$ cat src/rtl/pcif_pkg.sv
package pcif_pkg;
  localparam int DATA_W   = 8;
  localparam int ADDR_W   = 6;
  localparam int STREAM_W = 3;
  localparam int CHAN_W   = ADDR_W - 1;

  typedef enum logic [1:0] {
    SEL_RSVD  = 2'b00,
    SEL_DATA  = 2'b01,
    SEL_CLOW  = 2'b10,
    SEL_CHIGH = 2'b11
  } mem_sel_e;

  typedef struct packed {
    logic                split;
    logic                msg_all;
    logic                spare;
    mem_sel_e            sel;
    logic [STREAM_W-1:0] stream;
  } ctrl_t;

  typedef enum logic [1:0] {
    ST_IDLE,
    ST_REQ,
    ST_WAIT,
    ST_ACK
  } bus_st_e;
endpackage

$ cat src/rtl/pcif_sync.sv
module pcif_sync #(
  parameter int WIDTH  = 2,
  parameter int STAGES = 2,
  parameter logic [WIDTH-1:0] RST_VAL = '0
) (
  input  logic             clk,
  input  logic             rst_n,
  input  logic [WIDTH-1:0] din,
  output logic [WIDTH-1:0] dout
);
  logic [WIDTH-1:0] stage_q [STAGES];

  for (genvar s = 0; s < STAGES; s++) begin : g_stage
    always_ff @(posedge clk or negedge rst_n) begin
      if (!rst_n) stage_q[s] <= RST_VAL;
      else if (s == 0) stage_q[s] <= din;
      else stage_q[s] <= stage_q[(s == 0) ? 0 : s-1];
    end
  end

  assign dout = stage_q[STAGES-1];
endmodule

$ cat src/rtl/pcif_decode.sv
module pcif_decode
  import pcif_pkg::*;
(
  input  ctrl_t    ctrl,
  input  logic     page_hit,
  input  logic     is_read,
  output logic     is_reg,
  output logic     do_mem,
  output mem_sel_e target
);
  always_comb begin
    is_reg = !page_hit;
    do_mem = 1'b0;
    target = ctrl.sel;
    if (page_hit) begin
      if (ctrl.split) begin
        target = is_read ? SEL_DATA : SEL_CLOW;
        do_mem = 1'b1;
      end else begin
        unique case (ctrl.sel)
          SEL_RSVD:  do_mem = 1'b0;
          SEL_DATA:  do_mem = is_read;
          default:   do_mem = 1'b1;
        endcase
      end
    end
  end
endmodule

$ cat src/rtl/pcif_top.sv
module pcif_top
  import pcif_pkg::*;
#(
  parameter int SYNC_STAGES = 2,
  parameter int HIGH_BITS   = 3
) (
  input  logic                clk,
  input  logic                rst_n,
  input  logic                bus_cs_n,
  input  logic                bus_ds,
  input  logic                bus_rd_wr,
  input  logic [ADDR_W-1:0]   bus_addr,
  input  logic [DATA_W-1:0]   bus_wdata,
  output logic [DATA_W-1:0]   bus_rdata,
  output logic                bus_rdata_oe,
  output logic                bus_ack_n,
  output logic                mem_req_valid,
  input  logic                mem_req_ready,
  output logic [1:0]          mem_req_sel,
  output logic                mem_req_write,
  output logic [STREAM_W-1:0] mem_req_stream,
  output logic [CHAN_W-1:0]   mem_req_chan,
  output logic [DATA_W-1:0]   mem_req_wdata,
  input  logic                mem_rsp_valid,
  input  logic [DATA_W-1:0]   mem_rsp_data,
  output logic                cfg_msg_all
);
  localparam logic [DATA_W-1:0] HIGH_MASK = DATA_W'((1 << HIGH_BITS) - 1);

  // strobe synchronizer: {cs_n, ds}
  logic [1:0] strb_s;
  pcif_sync #(.WIDTH(2), .STAGES(SYNC_STAGES), .RST_VAL(2'b10)) u_sync (
    .clk  (clk),
    .rst_n(rst_n),
    .din  ({bus_cs_n, bus_ds}),
    .dout (strb_s)
  );
  logic cycle_on;
  assign cycle_on = !strb_s[1] && strb_s[0];

  ctrl_t    ctrl_q;
  bus_st_e  st_q;
  logic     rd_q;
  logic [DATA_W-1:0] rdata_q;
  mem_sel_e sel_q;
  logic     wr_q;
  logic [STREAM_W-1:0] stream_q;
  logic [CHAN_W-1:0]   chan_q;
  logic [DATA_W-1:0]   wdata_q;

  logic     dec_reg, dec_mem;
  mem_sel_e dec_tgt;
  pcif_decode u_dec (
    .ctrl    (ctrl_q),
    .page_hit(bus_addr[ADDR_W-1]),
    .is_read (bus_rd_wr),
    .is_reg  (dec_reg),
    .do_mem  (dec_mem),
    .target  (dec_tgt)
  );

  always_ff @(posedge clk or negedge rst_n) begin
    if (!rst_n) begin
      st_q     <= ST_IDLE;
      ctrl_q   <= '0;
      rd_q     <= 1'b0;
      rdata_q  <= '0;
      sel_q    <= SEL_RSVD;
      wr_q     <= 1'b0;
      stream_q <= '0;
      chan_q   <= '0;
      wdata_q  <= '0;
    end else begin
      unique case (st_q)
        ST_IDLE: if (cycle_on) begin
          rd_q <= bus_rd_wr;
          if (dec_reg) begin
            if (bus_rd_wr) rdata_q <= ctrl_q;
            else           ctrl_q  <= ctrl_t'(bus_wdata);
            st_q <= ST_ACK;
          end else if (dec_mem) begin
            sel_q    <= dec_tgt;
            wr_q     <= !bus_rd_wr;
            stream_q <= ctrl_q.stream;
            chan_q   <= bus_addr[CHAN_W-1:0];
            wdata_q  <= bus_wdata;
            st_q     <= ST_REQ;
          end else begin
            rdata_q <= '0;
            st_q    <= ST_ACK;
          end
        end
        ST_REQ: if (mem_req_ready) st_q <= wr_q ? ST_ACK : ST_WAIT;
        ST_WAIT: if (mem_rsp_valid) begin
          rdata_q <= (sel_q == SEL_CHIGH) ? (mem_rsp_data & HIGH_MASK) : mem_rsp_data;
          st_q    <= ST_ACK;
        end
        ST_ACK: if (!cycle_on) st_q <= ST_IDLE;
        default: st_q <= ST_IDLE;
      endcase
    end
  end

  logic [STREAM_W-1:0] page_stream;
  assign page_stream = ctrl_q.stream;

  assign bus_ack_n      = (st_q != ST_ACK);
  assign bus_rdata_oe   = (st_q == ST_ACK) && rd_q;
  assign bus_rdata      = rdata_q;
  assign mem_req_valid  = (st_q == ST_REQ);
  assign mem_req_sel    = sel_q;
  assign mem_req_write  = wr_q;
  assign mem_req_stream = stream_q;
  assign mem_req_chan   = chan_q;
  assign mem_req_wdata  = wdata_q;
  assign cfg_msg_all    = ctrl_q.msg_all;
endmodule

$ cat config.mk
export PLATFORM = sky130hd
export DESIGN_NAME = pcif_top
export DESIGN_NICKNAME = d
export VERILOG_FILES = /design/src/rtl/pcif_pkg.sv /design/src/rtl/pcif_sync.sv /design/src/rtl/pcif_decode.sv /design/src/rtl/pcif_top.sv
export SDC_FILE = /design/constraint.sdc
export NUM_CORES = 1
export LEC_CHECK = 0
export ABC_AREA = 1
export BUFFER_PORTS_ARGS = -buffer_cell sky130_fd_sc_hd__buf_2
export CAP_MARGIN = 0
export CORE_MARGIN = 4
export CORE_UTILIZATION = 45
export DETAILED_ROUTE_END_ITERATION = 6
export PLACE_DENSITY = 0.74
export SYNTH_ARGS = -nofsm -noshare
export SYNTH_HDL_FRONTEND = slang
export SYNTH_SLANG_ARGS = --single-unit
$ cat constraint.sdc
create_clock -name clk -period 1.5 [get_ports clk]
set_input_delay 0.3 -clock clk [delete_from_list [all_inputs] [get_ports clk]]
set_output_delay 0.3 -clock clk [all_outputs]
set_load 0.02 [all_outputs]
# After elaboration in Yosys (flattened, before gate mapping)
# Cells that the tools add are included.
# op_classes
n_eq_ne,12
muxes,20
bitwise,2
reduce_logical,12
# ops
operator,count
8-bit two-way mux,6
2-bit two-way mux,8
8-bit one-hot mux with 2 select lines,1
4-bit AND reduction,3
2-bit inequality test (second input constant),4
2-bit one-hot mux with 4 select lines,1
2-bit equality test (second input constant),3
3-bit inequality test (second input constant),2
5-bit AND reduction,1
2-bit by 1-bit equality test with 1-bit output (second input constant),2
2-bit logical NOT,2
1-bit two-way mux,3
1-bit logical AND,2
1-bit logical NOT,2
2-bit by 1-bit inequality test with 1-bit output (second input constant),1
1-bit NOT,2
1-bit one-hot mux with 2 select lines,1
2-bit AND reduction,1
2-bit nonzero test,1
# word_totals
register_bits,42
inputBits,29
out_inout_bits,31

# Logic depth before layout (Yosys ltp)
# depth
word_depth,8
ltp_mapped,9
ltp_nobuf,9

# Cells and area by module
# Synthesis repeated with hierarchy kept, for this count alone.
# hier_totals
hier_cells,235
area_unflattened_um2,1974.4
# modules_own_cells
module,n_inst,cells_each,area_each_um2,seq_area_each_um2
pcif_top,1,217,1809.2,950.9
pcif_sync,1,6,117.6,102.6
pcif_decode,1,12,47.5,0.0

# Least setup slack after synthesis
# No wires, ideal clock.
# synth_timing
kind,register -> register
start,register st_q[0]
end,register rdata_q[0] (netlist: bus_rdata[0])
setup_time_ns,0.117
t_arrival_ns,1.342
path_slack_ns,0.041
path_stages_with_launch,10
n_path_buf,0
path_cell_list,dfrtp_1 inv_1 ha_1 nand3_4 nor2_1 nand2_1 nand2_2 nand2_2 nand2_1 nand2_1
# synth_between
elab_chain_len,3
elab_cells_between_ends,9
# synth_rtl
element,line_no,source
"start, declared",pcif_top.sv:42,bus_st_e st_q;
"start signal, assigned",pcif_top.sv:93,ST_REQ: if (mem_req_ready) st_q <= wr_q ? ST_ACK : ST_WAIT;
2-bit equality test or 2-bit logical NOT (tied branches),pcif_top.sv:74,unique case (st_q)
"2-bit inequality test (no line), or another cell as far along",n/a,
5-bit AND reduction (no line),n/a,
"end signal, assigned",pcif_top.sv:78,if (bus_rd_wr) rdata_q <= ctrl_q;
"end signal, assigned",pcif_top.sv:95,rdata_q <= (sel_q == SEL_CHIGH) ? (mem_rsp_data & HIGH_MASK) : mem_rsp_data;
"end, declared",pcif_top.sv:44,logic [DATA_W-1:0] rdata_q;
# Parallel ways exist; a longest one is shown, timed or not.
# A chain may end at the register's enable or synchronous reset.

# Worst setup path in the final report
# layout_timing
start,register st_q[0]
end,output port mem_req_valid
# layout_between
elab_chain_len,1
# layout_rtl
element,line_no,source
2-bit by 1-bit equality test with 1-bit output,pcif_top.sv:110,assign mem_req_valid = (st_q == ST_REQ);
"end, declared",pcif_top.sv:17,"output logic mem_req_valid,"
# No other way between the ends.

==> flow_metrics.tcl <==
set metrics [dict create \
    outcome "finished with violations" \
    violations "negative setup slack" \
    cp.required_ns 1.20 \
    period_needed_ns 1.52 \
    worst_pin_slew_ns 0.450 \
    yosys.area.top_type "dfrtp_1" \
    grt-ovfl-total 0 \
    clkTransAtPathRegs_ns 0.07 \
    cts_tree "done" \
    vias 1593 \
    ys_ff_latch 42 \
    yosysWarnings 0 \
    drc 0 \
    fin_skew_ns 0.00522 \
    crit_type "reg -> out" \
    dr.pass1.iters 4 \
    ff2ff_path_depth 6 \
    max_freq_mhz 659 \
    powerDensity_nw_per_um2 2140 \
    timing.critical_path.to_type "output pin" \
    slew_headroom_pct 70.0 \
    yosysMostFrequentCell "nand2_1" \
    synth_common_cells "nand2_1, dfrtp_1, inv_1, nand3_1" \
    rrSetupSlack_ns 0.07 \
    ys_top_cells_by_area "dfrtp_1, nand2_1, o21ai_2, inv_1, nand3_1" \
    synth-main-ff-cell "dfrtp_1" \
    holdCritPathClass "in -> reg" \
    r2r_start "st_q[0]" \
    start_util_pct 47.6 \
    grt_max_degree 33 \
    vdd_drop_max_uv 869 \
    synth_edf_count 0 \
    syn2layout_area_growth_pct 31.4 \
    dieWidth_um 73.9 \
    antenna_found_initial 0 \
    syn_avg_cell_area_sq_um 8.94 \
    grt_pass1_wl_um 6590 \
    critPathMaxStageDelay_ns 0.41 \
    wl_per_cell_um 12.1 \
    fin_tns_setup_ns -0.0178 \
    fin_ws_ns -0.0178 \
    hold_end "u_sync.stage_q[3]" \
    totalWireLength_um 4150 \
    cts.htree.levels 2 \
    cp_max_fo 3 \
    portBuffers 59 \
    grt_util_all_layers_pct 15.7 \
    cp_slowest_cell "dfrtp_1" \
    drive_gt1_share_pct 39.0 \
    finalHoldViolCount 0 \
    critPathMostFrequentCell "buf_6" \
    grt_pass1_vias 1477 \
    setup_viol 1 \
    clock_latency_ns 0.28 \
    drv_cap 0 \
    ys_async_sr_fraction_pct 100 \
    syn-num-nets 253 \
    place_congestion 0.791 \
    finalMaxSlewViolations 0 \
    hold_path_depth 1 \
    cts_sinks 42 \
    ctsLongestPathBuffers 2 \
    cts_root_buf "clkbuf_8" \
    routed_via_density 4.66 \
    fp.dieArea_sq_um 5470 \
    start_kind "flip-flop" \
    cp.arrival_ns 1.22 \
    io_pins 60 \
    drtIter0Drc 34 \
    yosysSeqAreaShare_pct 53.8 \
    synthCells 219 \
    path_cells "buf_6 > buf_6 > ha_4 > buf_6" \
    synth_top_area_share_pct 51.2 \
    fin_crit_sh_pct 101 \
    die_height_um 73.9 \
    core_sq_um 4120 \
    p_leak_nw 1.42 \
    numCtsBuffers 5 \
    diodes 0 \
    hpwl_um 3070 \
    finish.net_count 325 \
    regToRegEndpoint "bus_rdata[7]" \
    core.rowCount 23 \
    postRouteAntennaNets 0 \
    rsz0062_at_grt "yes" \
    yosysUniqueCellTypes 22 \
    worstHoldStart "bus_cs_n" \
    syn_area_sq_um 1960 \
    power_w 0.00550 \
]
critical path: cells and delay by family (launching register included):
| family | cells | cell delay (ns) |
|---|---|---|
| fa+ha+maj | 1 | 0.15 |
| buf+inv | 3 | 0.37 |
| flops | 1 | 0.41 |
cells in the final DEF (no fill, tap or decap), types with 7 or more instances in the layout:
cell type,n
o21ai_0,12
buf_2,56
o21ai_1,12
nand2_1,67
nand3_1,16
o21ai_2,12
dfrtp_1,39
buf_6,7
inv_1,22
metrics by stage:
stage | hold slack, ns | instance area [sq um] | util (%) | worst slack (ns) | std cells
2_1_floorplan | 0.00441 | 1960 | - | 0.0413 | 219
3_3_place_gp | 0.270 | 2330 | 56.6 | 0.0559 | 329
3_5_place_dp | 0.274 | 2330 | 56.6 | 0.00486 | 329
4_1_cts | 0.110 | 2490 | 60.4 | -0.00750 | 338
5_1_grt | 0.102 | 2570 | 62.5 | -0.0473 | 342
6_report | 0.118 | 2570 | 62.5 | -0.0178 | 342
layout make-up:
type | instances | area, sq um
inverters | 28 | 108
fillers | 374 | 1540
well taps | 50 | 62.6
multi-input cells | 143 | 806
repair buffers | 71 | 434
flip-flops and latches | 42 | 1050
clock buffers | 7 | 76.3
clock inverters | 1 | 30.0
timing repair:
action / CTS / global route
endpoints found under the setup margin: 12 / 34
hold endpoints to repair: 16 / 0
setup buffers: 0 / 4
hold buffers: 1 / 0
pin swaps: 0 / 5
resized for setup: 12 / 18
power breakdown:
part | total, W | internal, W | switching [W]
Clock | 0.000843 | 0.000498 | 0.000346
Combinational | 0.00270 | 0.00108 | 0.00161
Sequential | 0.00196 | 0.00164 | 0.000323
Total | 0.00550 | 0.00322 | 0.00228
sequential cells by signal (all words and copies together), names as in the netlist:
register	cells
bus_rdata	8
cfg_msg_all	1
ctrl_q	4
mem_req_chan	5
mem_req_sel	2
mem_req_stream	3
mem_req_wdata	8
mem_req_write	1
page_stream	3
rd_q	1
st_q	2
u_sync.dout	2
u_sync.stage_q	2
layer usage:
metal | global-route usage, % | vias up | wire length (um)
li1 | - | 835 | -
met1 | 21.0 | 712 | 1880
met2 | 25.4 | 44 | 1950
met3 | 4.73 | 2 | 307
met4 | 3.02 | 0 | 13
met5 | 0 | - | 0
logic make-up (layout without fill, tap and decap cells):
| family | after synthesis | in the layout | synth area share, % |
|---|---|---|---|
| and+or+nand+nor | 102 | 102 | 23.4 |
| buffers and inverters | 34 | 107 | 8.06 |
| DFF | 42 | 42 | 53.8 |
| AOI/OAI and AO/OA | 36 | 36 | 11.5 |
| adders and majority gates | 5 | 5 | 3.20 |
worst max path at each step:
stage                       start             to  slack, ns  cells after the start
after floorplan           st_q[0]   bus_rdata[0]       0.04                      9
after global placement    st_q[1]      ctrl_q[3]       0.06                      7
after detailed placement  st_q[1]   bus_rdata[7]      0.005                      9
after CTS                 st_q[0]      bus_ack_n     -0.008                      4
after global routing      st_q[0]   bus_rdata_oe      -0.05                      5
final                     st_q[0]  mem_req_valid      -0.02                      4
(Power assumes the default switching activity.)
